==> config.mk <==
export PLATFORM = sky130hd
export DESIGN_NAME = pwd_watchdog
export DESIGN_NICKNAME = d
export VERILOG_FILES = /design/src/rtl/pwd_watchdog.sv
export SDC_FILE = /design/constraint.sdc
export NUM_CORES = 1
export LEC_CHECK = 0
export BUFFER_PORTS_ARGS = -buffer_cell sky130_fd_sc_hd__buf_2
export CAP_MARGIN = 10
export CELL_PAD_IN_SITES_DETAIL_PLACEMENT = 1
export CELL_PAD_IN_SITES_GLOBAL_PLACEMENT = 1
export CORE_UTILIZATION = 36
export CTS_CLUSTER_SIZE = 8
export DETAILED_ROUTE_END_ITERATION = 16
export MAX_ROUTING_LAYER = met4
export PLACE_DENSITY_LB_ADDON = 0.1
export SLEW_MARGIN = 20
export SYNTH_ARGS = -nofsm -noshare
export SYNTH_HDL_FRONTEND = slang
export SYNTH_SLANG_ARGS = --single-unit
==> constraint.sdc <==
create_clock -name clk -period 3.6 [get_ports clk]
set_clock_uncertainty 0.15 [all_clocks]
set_input_delay 1.08 -clock clk [delete_from_list [all_inputs] [get_ports clk]]
set_output_delay 1.08 -clock clk [all_outputs]
set_load 0.05 [all_outputs]
==> src/rtl/pwd_watchdog.sv <==
module pwd_watchdog #(
  parameter int              AW        = 16,
  parameter int              CNT_W     = 16,
  parameter int              TAP0      = 15,
  parameter int              TAP1      = 13,
  parameter int              TAP2      = 9,
  parameter int              TAP3      = 6,
  parameter logic [AW-1:0]   CTRL_ADDR = 16'h0120,
  parameter logic [AW-1:0]   IEN_ADDR  = 16'h0000,
  parameter logic [AW-1:0]   IFLG_ADDR = 16'h0002,
  parameter logic [7:0]      WR_KEY    = 8'h5A,
  parameter logic [7:0]      RD_KEY    = 8'h69
) (
  input  logic          clk,
  input  logic          rst_n,
  input  logic [AW-1:0] bus_addr,
  input  logic          bus_wr,
  input  logic [15:0]   bus_wdata,
  output logic [15:0]   bus_rdata,
  input  logic          tick_fast,
  input  logic          tick_slow,
  output logic          rst_req,
  output logic          irq
);

  localparam logic [CNT_W-1:0] MSK0 = CNT_W'((1 << TAP0) - 1);
  localparam logic [CNT_W-1:0] MSK1 = CNT_W'((1 << TAP1) - 1);
  localparam logic [CNT_W-1:0] MSK2 = CNT_W'((1 << TAP2) - 1);
  localparam logic [CNT_W-1:0] MSK3 = CNT_W'((1 << TAP3) - 1);

  logic [7:0]       ctrl_q;
  logic [CNT_W-1:0] cnt;
  logic [CNT_W-1:0] tap_mask;
  logic             ien, iflg;

  wire ctrl_wr = bus_wr && (bus_addr == CTRL_ADDR);
  wire key_ok  = (bus_wdata[15:8] == WR_KEY);
  wire good_wr = ctrl_wr && key_ok;
  wire bad_wr  = ctrl_wr && !key_ok;

  always_comb begin
    case (ctrl_q[1:0])
      2'd0:    tap_mask = MSK0;
      2'd1:    tap_mask = MSK1;
      2'd2:    tap_mask = MSK2;
      default: tap_mask = MSK3;
    endcase
  end

  wire tick    = ctrl_q[2] ? tick_slow : tick_fast;
  wire run     = tick && !ctrl_q[7];
  wire hit     = run && ((cnt & tap_mask) == tap_mask);
  wire wd_trip = (hit && !ctrl_q[4]) || bad_wr;

  always_ff @(posedge clk or negedge rst_n) begin
    if (!rst_n) begin
      ctrl_q  <= '0;
      cnt     <= '0;
      rst_req <= 1'b0;
    end else begin
      rst_req <= wd_trip;
      if (wd_trip) begin
        ctrl_q <= '0;
        cnt    <= '0;
      end else begin
        if (good_wr) ctrl_q <= {bus_wdata[7:4], 1'b0, bus_wdata[2:0]};
        if (good_wr && bus_wdata[3]) cnt <= '0;
        else if (run)                cnt <= cnt + 1'b1;
      end
    end
  end

  always_ff @(posedge clk or negedge rst_n) begin
    if (!rst_n) begin
      ien  <= 1'b0;
      iflg <= 1'b0;
    end else begin
      if (bus_wr && bus_addr == IEN_ADDR) ien <= bus_wdata[0];
      if (hit && ctrl_q[4])                    iflg <= 1'b1;
      else if (bus_wr && bus_addr == IFLG_ADDR) iflg <= bus_wdata[0];
    end
  end

  assign irq = ien & iflg;

  always_comb begin
    case (bus_addr)
      CTRL_ADDR: bus_rdata = {RD_KEY, ctrl_q};
      IEN_ADDR:  bus_rdata = {15'd0, ien};
      IFLG_ADDR: bus_rdata = {15'd0, iflg};
      default:   bus_rdata = 16'd0;
    endcase
  end

endmodule


==> out/metrics.csv, run 1 <==
stage,metric,value,unit
synth,yosysUniqueCellTypes,41,
clock_network,cts_buffers,3,
clock_network,cts_max_level,1,
die,design.die.area,0.00469,mm^2
drt,postRouteWirelength,4.48,mm
place,dp_hpwl,3.41,mm
worst_setup_path,worstPathCellList,buf_2 > nor4_4 > and4_1 > buf_12 > and3_2 > clkbuf_4,
drt,drt_iter0_drc,68,
die,core_area,0.00412,mm^2
drt,avgViaCountPerCell,5.57,
clock_network,cts_sinks,25,
hold_path,whs_endpoint,ien,
final_layout,final_common_cell,buf_2,
worst_setup_path,r2r-end,rst_req,
drt,wl_per_cell,16.2,um
timing,setup_viol,0,
die,rows,23,
hold_path,holdPathStages,1,
global_route,antenna_found_initial,0,
timing,min_period,3.56,ns
clock_network,cts_buffer_depth,2,
worst_setup_path,reg2reg_from,cnt[0],
global_route,grt_pass1_wl,7.42,mm
drt,num_vias,1542,
timing,fin_hold_ws,0.390,ns
synth,synthArstFlopShare,100,%
final_layout,fill_cells,505,
final_layout,layout_common_cells,"buf_2 (38), dfrtp_1 (25), nor2_1 (14)",
clock_network,cts.clk_slew.worst_paths,0.09,ns
die,die_h,68.5,um
synth,synth_seq_cells,25,
worst_setup_path,cp_top_family,simple AND/OR/NAND/NOR gates,
synth,yosysWarnings,0,
timing,max_freq,0.281,GHz
synth,netlist_top_cells_area,"dfrtp_1 (39%), xnor2_1 (4.4%), buf_4 (4.2%), a21oi_1 (4.1%), nor3_1 (3.8%)",
drt,dr.pass1.iters,5,
place,port_buffers,49,
worst_setup_path,worstPathBufferInverterCount,3,
final_layout,drive_gt1_share,32.6,%
timing,slew_headroom,49.7,%
timing,hold_viol,0,
synth,synth_top_area_share,39.3,%
worst_setup_path,path_depth,6,
synth,synth_cells,183,
worst_setup_path,worstPathRequired,2.37,ns
worst_setup_path,critPathMaxFanout,15,
pwr,power.leakage,0.857,nW
synth,avgSynthCellArea,8.69,um^2
die,fp.dieW,68.5,um
worst_setup_path,max_stage_delay,0.29,ns
drt,drc,0,
final_layout,antenna_cells,0,
worst_setup_path,worstSetupPathType,in -> out,
timing,drv_slew,0,
final_layout,nets,266,
die,start_util,38.6,%
worst_setup_path,crit_arrival,2.33,ns
synth,synth.largest_area_cell,dfrtp_1,
global_route,grt_usage,21.6,%
hold_path,hp-start,ien,
global_route,grt_pass1_vias,1603,
final_layout,area_delta_synth_final,24.1,%
worst_setup_path,startpoint_type,input pin,
synth,yosys_most_used_dff,dfrtp_1,
die,ios,55,
timing,post-route-period-util,98.8,%
synth,synth-edff-count,0,
synth,yosysSeqAreaShare,39.3,%
timing,worstMarginPinSlew,0.734,ns
worst_setup_path,ff2ff_setup_slack,1.37,ns
hold_path,hp-class,reg -> reg,
flow_run,max_cap_violations,0,
pwr,powerDensity,363,mW/mm^2
drt,drtAntennaViolNets,0,
pwr,peakVddDrop,0.000182,V
global_route,overflow,0,
clock_network,cts_tree,yes,
synth,synth_area,0.00159,mm^2
global_route,grt_max_degree,26,
outcome,status,"finished, final reports clean",
timing,rsz0062_at_grt,no,
clock_network,worstSkewPairLatency,0.27,ns
worst_setup_path,ff2ff_path_depth,5,
place,gp_congestion,0.783,
clock_network,clockRootBuffer,clkbuf_8,
worst_setup_path,cp-end-kind,output port,
final_layout,post-route-util,47.9,%
worst_setup_path,cp_slowest_cell,nor4_4,
[stage by stage]
| stage | std cells | setup slack (ns) | setup TNS (ns) | area, um^2 | power [W] |
|---|---|---|---|---|---|
| after floorplan | 187 | -0.301 | -0.908 | 1670 | 0.000492 |
| after detailed placement | 272 | 0.00444 | 0 | 1890 | 0.000553 |
| after global routing | 277 | 0.00550 | 0 | 1970 | 0.000762 |
| final | 277 | 0.0434 | 0 | 1970 | 0.000716 |
| after CTS | 276 | 0.00919 | 0 | 1940 | 0.000724 |
| after global placement | 272 | 0.0635 | 0 | 1890 | 0.000537 |
[flip-flops by register name, summed over array words and instances (netlist names)]
signal and count:
ctrl_q 7, cnt 15, iflg 1, ien 1, rst_req 1
[layer usage]
| metal | part of all wire, % | GRT usage [%] | vias to the layer above |
|---|---|---|---|
| met3 | 2.9 | 2.67 | 6 |
| li1 | - | - | 750 |
| met5 | 0 | - | - |
| met2 | 51 | 38.6 | 37 |
| met4 | 1.3 | 4.43 | 0 |
| met1 | 44 | 25.8 | 749 |
[synthesized netlist by cell type, types with 2 or more instances]
cell / instances
a21oi_1: 13
and3_1: 6
and4_1: 2
buf_4: 9
buf_6: 2
clkbuf_1: 7
dfrtp_1: 25
inv_1: 9
mux2_2: 2
nand2_1: 7
nand3_1: 5
nand4_1: 9
nand4b_1: 3
nand4bb_1: 2
nor2_1: 14
nor3_1: 12
nor3b_1: 2
nor4_1: 6
o21ai_0: 12
o21bai_1: 2
or3_1: 6
or4_1: 2
xnor2_1: 8
[how the worst max path moves through the flow]
stage / from / endpoint / slack (ns)
finish: bus_addr[0] / bus_rdata[6] / 0.04
global route: bus_addr[0] / bus_rdata[6] / 0.006
CTS: bus_addr[0] / bus_rdata[0] / 0.009
detailed placement: bus_addr[0] / bus_rdata[6] / 0.004
global placement: bus_addr[9] / bus_rdata[0] / 0.06
floorplan: bus_addr[9] / bus_rdata[0] / -0.30
[layout make-up]
type / count / area, um^2 / area share (%)
inverter: 9 / 33.8 / 1.71
clock buffer: 4 / 45.0 / 2.28
multi-input combinational: 134 / 876 / 44.4
timing repair buffer: 55 / 330 / 16.7
sequential: 25 / 626 / 31.7
tap: 50 / 62.6 / 3.17
[cell families after synthesis]
family	Yosys count	synth area share, %
mux	3	2.05
xor+xnor	8	4.41
flops	25	39.3
buf+inv	28	9.68
simple gates	81	29.7
other cells	1	0.236
compound gates	36	13.8
fa+ha+maj	1	0.787
[worst reg2reg max path: stages (launching register included)]
cell      delay, ns
dfrtp_1        0.41
ha_1           0.20
nand4b_1       0.18
or3_1          0.51
nor3_2         0.51
o21bai_1       0.20
[where the power goes]
part / switching [W] / internal (W)
sequential: 0.0000539 / 0.000325
clock: 0.0000913 / 0.0000792
combinational: 0.0000919 / 0.0000751
[timing repair]
action / CTS / global route
buffers inserted: 0 / 1
endpoints found under the setup margin: 0 / 11
gates resized for setup: 0 / 11
hold buffers: 0 / 0
(Power assumes the default switching activity.)
==> inputs of run 2 (changes only) <==
- RECOVER_POWER: unset -> 100
==> run 2 against run 1 <==
Via count shrank 0.71%. Sequential share of layout area grew 0.43 points. Combinational power is essentially flat. Non-clock buffer count is the same. Worst hold slack is essentially flat. Power is essentially flat. Clock power is essentially flat. First-iteration DRC count shrank 19%. Critical endpoint unchanged. Largest power group unchanged.
==> out/metrics.csv, run 2 (synthesis gave the netlist of run 1 again) <==
stage,metric,value,unit,change
pwr,p_int,0.000479,W,about the same
final_layout,final_common_cell,buf_2,,unchanged
place,gp_congestion,0.783,,unchanged
worst_setup_path,worstPathRequired,2.37,ns,about the same
final_layout,area_delta_synth_final,22.4,%,was 24.1%
worst_setup_path,cp-end-kind,output port,,unchanged
drt,drt_iter0_drc,55,,was 68
die,core_area,0.00412,mm^2,unchanged
drt,num_vias,1531,,"was 1,542"
pwr,power_switching,0.000237,W,about the same
clock_network,cts_buffer_depth,2,,unchanged
drt,wl_per_cell,16.1,um,was 16.2 um
final_layout,reg_top3,"cnt (15), ctrl_q (7)",,unchanged
timing,fin_hold_ws,0.390,ns,about the same
hold_path,holdPathStages,1,,unchanged
worst_setup_path,max_stage_delay,0.29,ns,about the same
global_route,antenna_found_initial,0,,unchanged
final_layout,nets,266,,unchanged
worst_setup_path,ff2ff_path_depth,5,,unchanged
die,design.die.area,0.00469,mm^2,unchanged
clock_network,cts_buffers,3,,unchanged
final_layout,top_register,cnt,,unchanged
timing,post-route-period-util,98.7,%,was 98.8%
final_layout,drive_gt1_share,30.0,%,was 32.6%
worst_setup_path,cp_slowest_cell,nor4_4,,unchanged
timing,hold_viol,0,,unchanged
die,fp.dieW,68.5,um,unchanged
clock_network,worstSkewPairLatency,0.27,ns,about the same
die,start_util,38.6,%,unchanged
pwr,combPwrFrac,23.3,%,about the same
place,port_buffers,49,,unchanged
timing,worstMarginPinSlew,1.35,ns,was 0.734 ns
timing,min_period,3.55,ns,was 3.56 ns
drt,drc,0,,unchanged
clock_network,clockRootBuffer,clkbuf_8,,unchanged
pwr,seq_power_share,52.9,%,about the same
die,ios,55,,unchanged
hold_path,hp-start,ien,,unchanged
clock_network,cts_tree,yes,,unchanged
pwr,peakVddDrop,0.000182,V,about the same
pwr,powerDensity,368,mW/mm^2,was 363 mW/mm^2
drt,avgViaCountPerCell,5.53,,was 5.57
worst_setup_path,crit_arrival,2.32,ns,was 2.33 ns
hold_path,hp-class,reg -> reg,,unchanged
timing,setup_slack,0.0464,ns,was 0.0434 ns
worst_setup_path,r2r-end,rst_req,,unchanged
pwr,p_sw_share,33.1,%,about the same
worst_setup_path,worstSetupPathType,in -> out,,unchanged
place,pre_cts_ws,0.00444,ns,unchanged
global_route,grt_max_degree,26,,unchanged
worst_setup_path,ff2ff_setup_slack,1.08,ns,was 1.37 ns
final_layout,layout_common_cells,"buf_2 (39), dfrtp_1 (25), nor2_1 (14)",,"was buf_2 (38), dfrtp_1 (25), nor2_1 (14)"
final_layout,antenna_cells,0,,unchanged
place,dp_hpwl,3.41,mm,unchanged
timing,slew_headroom,10.2,%,was 49.7%
drt,drtAntennaViolNets,0,,unchanged
pwr,total_power,0.000716,W,about the same
worst_setup_path,worstPathCellList,buf_2 > nor4_4 > and4_1 > buf_12 > and3_2 > clkbuf_4,,unchanged
global_route,overflow,0,,unchanged
worst_setup_path,critPathMaxFanout,15,,unchanged
final_layout,largest_reg_flops,15,,unchanged
worst_setup_path,startpoint_type,input pin,,unchanged
timing,drv_slew,0,,unchanged
flow_run,max_cap_violations,0,,unchanged
global_route,grt_pass1_wl,7.42,mm,unchanged
pwr,power.leakage,0.841,nW,was 0.857 nW
pwr,pwr-share-clk,23.8,%,about the same
worst_setup_path,reg2reg_from,cnt[0],,unchanged
clock_network,cts_sinks,25,,unchanged
clock_network,cts_hold_buf,0,,unchanged
hold_path,whs_endpoint,ien,,unchanged
clock_network,cts_max_level,1,,unchanged
drt,postRouteWirelength,4.46,mm,was 4.48 mm
timing,rsz0062_at_grt,no,,unchanged
die,rows,23,,unchanged
worst_setup_path,cp_top_family,simple AND/OR/NAND/NOR gates,,unchanged
global_route,grt_usage,21.6,%,unchanged
die,die_h,68.5,um,unchanged
global_route,grt_pass1_vias,1603,,unchanged
outcome,status,"finished, final reports clean",,unchanged
clock_network,cts.clk_slew.worst_paths,0.09,ns,about the same
timing,max_freq,0.281,GHz,about the same
final_layout,fill_cells,510,,was 505
timing,setup_viol,0,,unchanged
drt,dr.pass1.iters,4,,was 5
worst_setup_path,worstPathBufferInverterCount,3,,unchanged
## run 2: worst register-to-register path: stages (launching register included)
cell,delay [ns]
dfrtp_1,0.41
ha_1,0.20
nand4b_1,0.18
or3_1,0.50
nor3_1,0.78
o21bai_1,0.22
## run 2: repair_timing
action,4_1_cts,5_1_grt
buffers inserted,0,1
resized for setup,0,11
endpoints found under the setup margin,0,11
## run 2: routing by layer
metal	part of all wire (%)	vias up	global-route usage, %
li1	-	751	-
met1	44	741	25.8
met2	52	33	38.6
met3	3.0	6	2.67
met4	1.3	0	4.43
met5	0	-	-
## run 2: worst max path at each step
stage / start / end / cells past startpoint
6_report: bus_addr[0] / bus_rdata[6] / 6
4_1_cts: bus_addr[0] / bus_rdata[0] / 6
3_3_place_gp: bus_addr[9] / bus_rdata[0] / 6
5_1_grt: bus_addr[0] / bus_rdata[6] / 6
3_5_place_dp: bus_addr[0] / bus_rdata[6] / 6
2_1_floorplan: bus_addr[9] / bus_rdata[0] / 5
## run 2: cell type report
type | instances | area [um^2] | share of cell area, %
Multi-Input combinational cell | 134 | 871 | 44.7
Inverter | 9 | 33.8 | 1.74
Tap cell | 50 | 62.6 | 3.21
Clock buffer | 4 | 45.0 | 2.31
Timing Repair Buffer | 55 | 309 | 15.9
Sequential cell | 25 | 626 | 32.1
## run 2: stage by stage
step / util [%] / area, um^2 / TNS (ns) / std cells
final: 47.3 / 1950 / 0 / 277
after global routing: 47.3 / 1950 / 0 / 277
after CTS: 47.1 / 1940 / 0 / 276
after detailed placement: 46.0 / 1890 / 0 / 272
after global placement: 46.0 / 1890 / 0 / 272
after floorplan: - / 1670 / -0.908 / 187
## run 2: power groups by stage
stage	clock [W]	combinational (W)	sequential (W)
after floorplan	0	0.000122	0.000369
after global placement	0	0.000158	0.000379
after detailed placement	0	0.000169	0.000384
after CTS	0.000175	0.000171	0.000378
after global routing	0.000184	0.000192	0.000386
final	0.000171	0.000167	0.000378
==> inputs of run 3 (changes only) <==
- CORE_UTILIZATION: 36 -> 37
- CTS_BUF_LIST: unset -> sky130_fd_sc_hd__clkbuf_2
==> run 3 against run 2 <==
Sequential power barely moved. Maximum frequency grew 0.67%. Power is 8.3% lower. First-iteration DRC count grew 45%. Core utilization is 0.069 points lower. Critical path depth unchanged. Global-route usage is 0.063 points higher. Flip-flop and latch count is the same. Register-to-register slack improved by 0.02 ns. Critical path type unchanged. Largest cell class unchanged.
==> out/metrics.csv, run 3 (synthesis gave the netlist of run 1 again) <==
stage,metric,value,unit,change
pwr,power.leakage,0.838,nW,was 0.841 nW
die,fp.dieW,67.6,um,was 68.5 um
clock_network,cts.clk_slew.worst_paths,0.25,ns,was 0.09 ns
timing,hold_viol,0,,unchanged
worst_setup_path,crit_top_cell,buf_2,,
worst_setup_path,cp_top_family,simple AND/OR/NAND/NOR gates,,unchanged
final_layout,layout_common_cells,"buf_2 (39), dfrtp_1 (25), nor2_1 (14)",,unchanged
pwr,powerDensity,343,mW/mm^2,was 368 mW/mm^2
pwr,p_int,0.000426,W,was 0.000479 W
worst_setup_path,reg2reg_from,ctrl_q[7],,was cnt[0]
timing,drv_slew,0,,unchanged
clock_network,postCtsSetupBuffers,0,,unchanged
final_layout,drive_gt1_share,30.8,%,was 30.0%
drt,avgViaCountPerCell,5.52,,was 5.53
clock_network,cts_tree,yes,,unchanged
drt,wl_per_cell,15.5,um,was 16.1 um
global_route,grt_pass1_vias,1542,,"was 1,603"
worst_setup_path,worstPathRequired,2.37,ns,about the same
die,ios,55,,unchanged
die,core_area,0.00406,mm^2,was 0.00412 mm^2
clock_network,cts_buffer_depth,2,,unchanged
timing,setup_viol,0,,unchanged
global_route,grt_pass1_wl,7.35,mm,was 7.42 mm
final_layout,final_common_cell,buf_2,,unchanged
final_layout,nets,266,,unchanged
global_route,antenna_found_initial,0,,unchanged
worst_setup_path,max_stage_delay,0.28,ns,was 0.29 ns
worst_setup_path,cp-end-kind,output port,,unchanged
drt,num_vias,1528,,"was 1,531"
final_layout,top_register,cnt,,unchanged
outcome,status,"finished, final reports clean",,unchanged
die,rows,23,,unchanged
place,pre_cts_ws,0.00937,ns,was 0.00444 ns
global_route,grt_max_degree,26,,unchanged
final_layout,post-route-util,47.2,%,was 47.3%
pwr,peakVddDrop,0.000255,V,was 0.000182 V
pwr,combPwrFrac,25.6,%,was 23.3%
timing,setup_slack,0.0700,ns,was 0.0464 ns
timing,slew_headroom,10.1,%,was 10.2%
place,gp_congestion,0.757,,was 0.783
die,die_h,67.6,um,was 68.5 um
clock_network,worstSkewPairLatency,0.34,ns,was 0.27 ns
clock_network,cts_sinks,25,,unchanged
drt,drt_iter0_drc,80,,was 55
final_layout,regArea,626,um^2,unchanged
final_layout,fill_cells,521,,was 510
timing,max_freq,0.283,GHz,was 0.281 GHz
drt,dr.pass1.iters,4,,unchanged
hold_path,hp-start,ctrl_q[5],,was ien
place,dp_hpwl,3.31,mm,was 3.41 mm
worst_setup_path,crit_arrival,2.30,ns,was 2.32 ns
timing,min_period,3.53,ns,was 3.55 ns
die,start_util,39.2,%,was 38.6%
drt,drc,0,,unchanged
final_layout,area_delta_synth_final,20.5,%,was 22.4%
clock_network,clockRootBuffer,clkbuf_2,,was clkbuf_8
place,port_buffers,49,,unchanged
pwr,p_sw_share,35.1,%,was 33.1%
timing,rsz0062_at_grt,yes,,was no
pwr,power_switching,0.000231,W,was 0.000237 W
final_layout,largest_reg_flops,15,,unchanged
worst_setup_path,cp-startpoint,bus_addr[0],,unchanged
final_layout,reg_top3,"cnt (15), ctrl_q (7)",,unchanged
final_layout,antenna_cells,0,,unchanged
worst_setup_path,worstPathCellList,buf_2 > nor4_4 > nand4_1 > nor3_4 > buf_4 > buf_2,,was buf_2 > nor4_4 > and4_1 > buf_12 > and3_2 > clkbuf_4
hold_path,hp-class,reg -> reg,,unchanged
worst_setup_path,startpoint_type,input pin,,unchanged
global_route,overflow,0,,unchanged
timing,post-route-period-util,98.1,%,was 98.7%
pwr,pwr-share-clk,17.0,%,was 23.8%
worst_setup_path,worstPathBufferInverterCount,3,,unchanged
worst_setup_path,cp_slowest_cell,nor4_4,,unchanged
flow_run,max_cap_violations,0,,unchanged
drt,postRouteWirelength,4.28,mm,was 4.46 mm
worst_setup_path,critPathMaxFanout,4,,was 15
final_layout,multi_input_area,871,um^2,unchanged
timing,worstMarginPinSlew,1.35,ns,about the same
clock_network,cts_max_level,1,,unchanged
worst_setup_path,worstSetupPathType,in -> out,,unchanged
pwr,seq_power_share,57.4,%,was 52.9%
die,design.die.area,0.00456,mm^2,was 0.00469 mm^2
clock_network,cts_buffers,3,,unchanged
global_route,grt_usage,21.7,%,was 21.6%
drt,drtAntennaViolNets,0,,unchanged
-- run 3: cell count changes in the layout (fill, tap and decap cells not counted), sizes merged --
| cell | previous run | this run |
|---|---|---|
| clkbuf | 17 | 13 |
| buf | 42 | 45 |
| clkinv | 0 | 1 |
-- run 3: repair_timing --
action | 4_1_cts | 5_1_grt
endpoints found under the hold margin | 0 | 0
hold buffers | 0 | 0
resized for setup | 1 | 7
pin swaps | 0 | 0
endpoints found under the setup margin | 1 | 11
-- run 3: cell type report --
type / instances / area share, %
Tap cell: 50 / 3.26
Inverter: 9 / 1.76
Timing Repair Buffer: 55 / 15.9
Multi-Input combinational cell: 134 / 45.4
Sequential cell: 25 / 32.6
Clock inverter: 1 / 0.261
Clock buffer: 3 / 0.783
-- run 3: metal layers --
layer,up-vias,global-route usage (%),share of wire (%)
met1,752,26.3,44
li1,747,-,-
met2,27,37.4,52
met5,-,-,0
met3,2,4.22,3.5
met4,0,3.46,0.40
-- run 3: per-stage QoR --
| step | total power [W] | TNS (ns) | area (um^2) | cells | hold slack [ns] |
|---|---|---|---|---|---|
| CTS | 0.000666 | 0 | 1910 | 277 | 0.412 |
| detailed placement | 0.000553 | 0 | 1890 | 273 | 0.377 |
| finish | 0.000657 | 0 | 1920 | 277 | 0.411 |
| floorplan | 0.000492 | -0.908 | 1670 | 187 | 0.340 |
| global placement | 0.000538 | 0 | 1890 | 273 | 0.357 |
| global route | 0.000711 | -0.0996 | 1920 | 277 | 0.447 |
-- run 3: power by group through the flow --
stage	Clock, W	Sequential [W]	Combinational [W]
after floorplan	0	0.000369	0.000122
after global placement	0	0.000379	0.000159
after detailed placement	0	0.000383	0.000170
after CTS	0.000117	0.000377	0.000172
after global routing	0.000128	0.000387	0.000195
final	0.000111	0.000377	0.000168
-- run 3: tightest hold or removal path: stages, from the launching register on --
cell	delay (ns)
dfrtp_1	0.43
o21ai_0	0.07
a21oi_1	0.06
-- run 3: worst paths after layout --
path | cells past startpoint | slack, ns | to
worst max-delay path | 6 | 0.07 | bus_rdata[14]
worst min-delay path | 2 | 0.41 | ctrl_q[5]
worst max register to register | 4 | 1.10 | rst_req
worst min register to register | 2 | 0.41 | ctrl_q[5]
max in group asynchronous | 1 | 1.69 | cnt[12]
min in group asynchronous | 1 | 0.83 | ctrl_q[1]
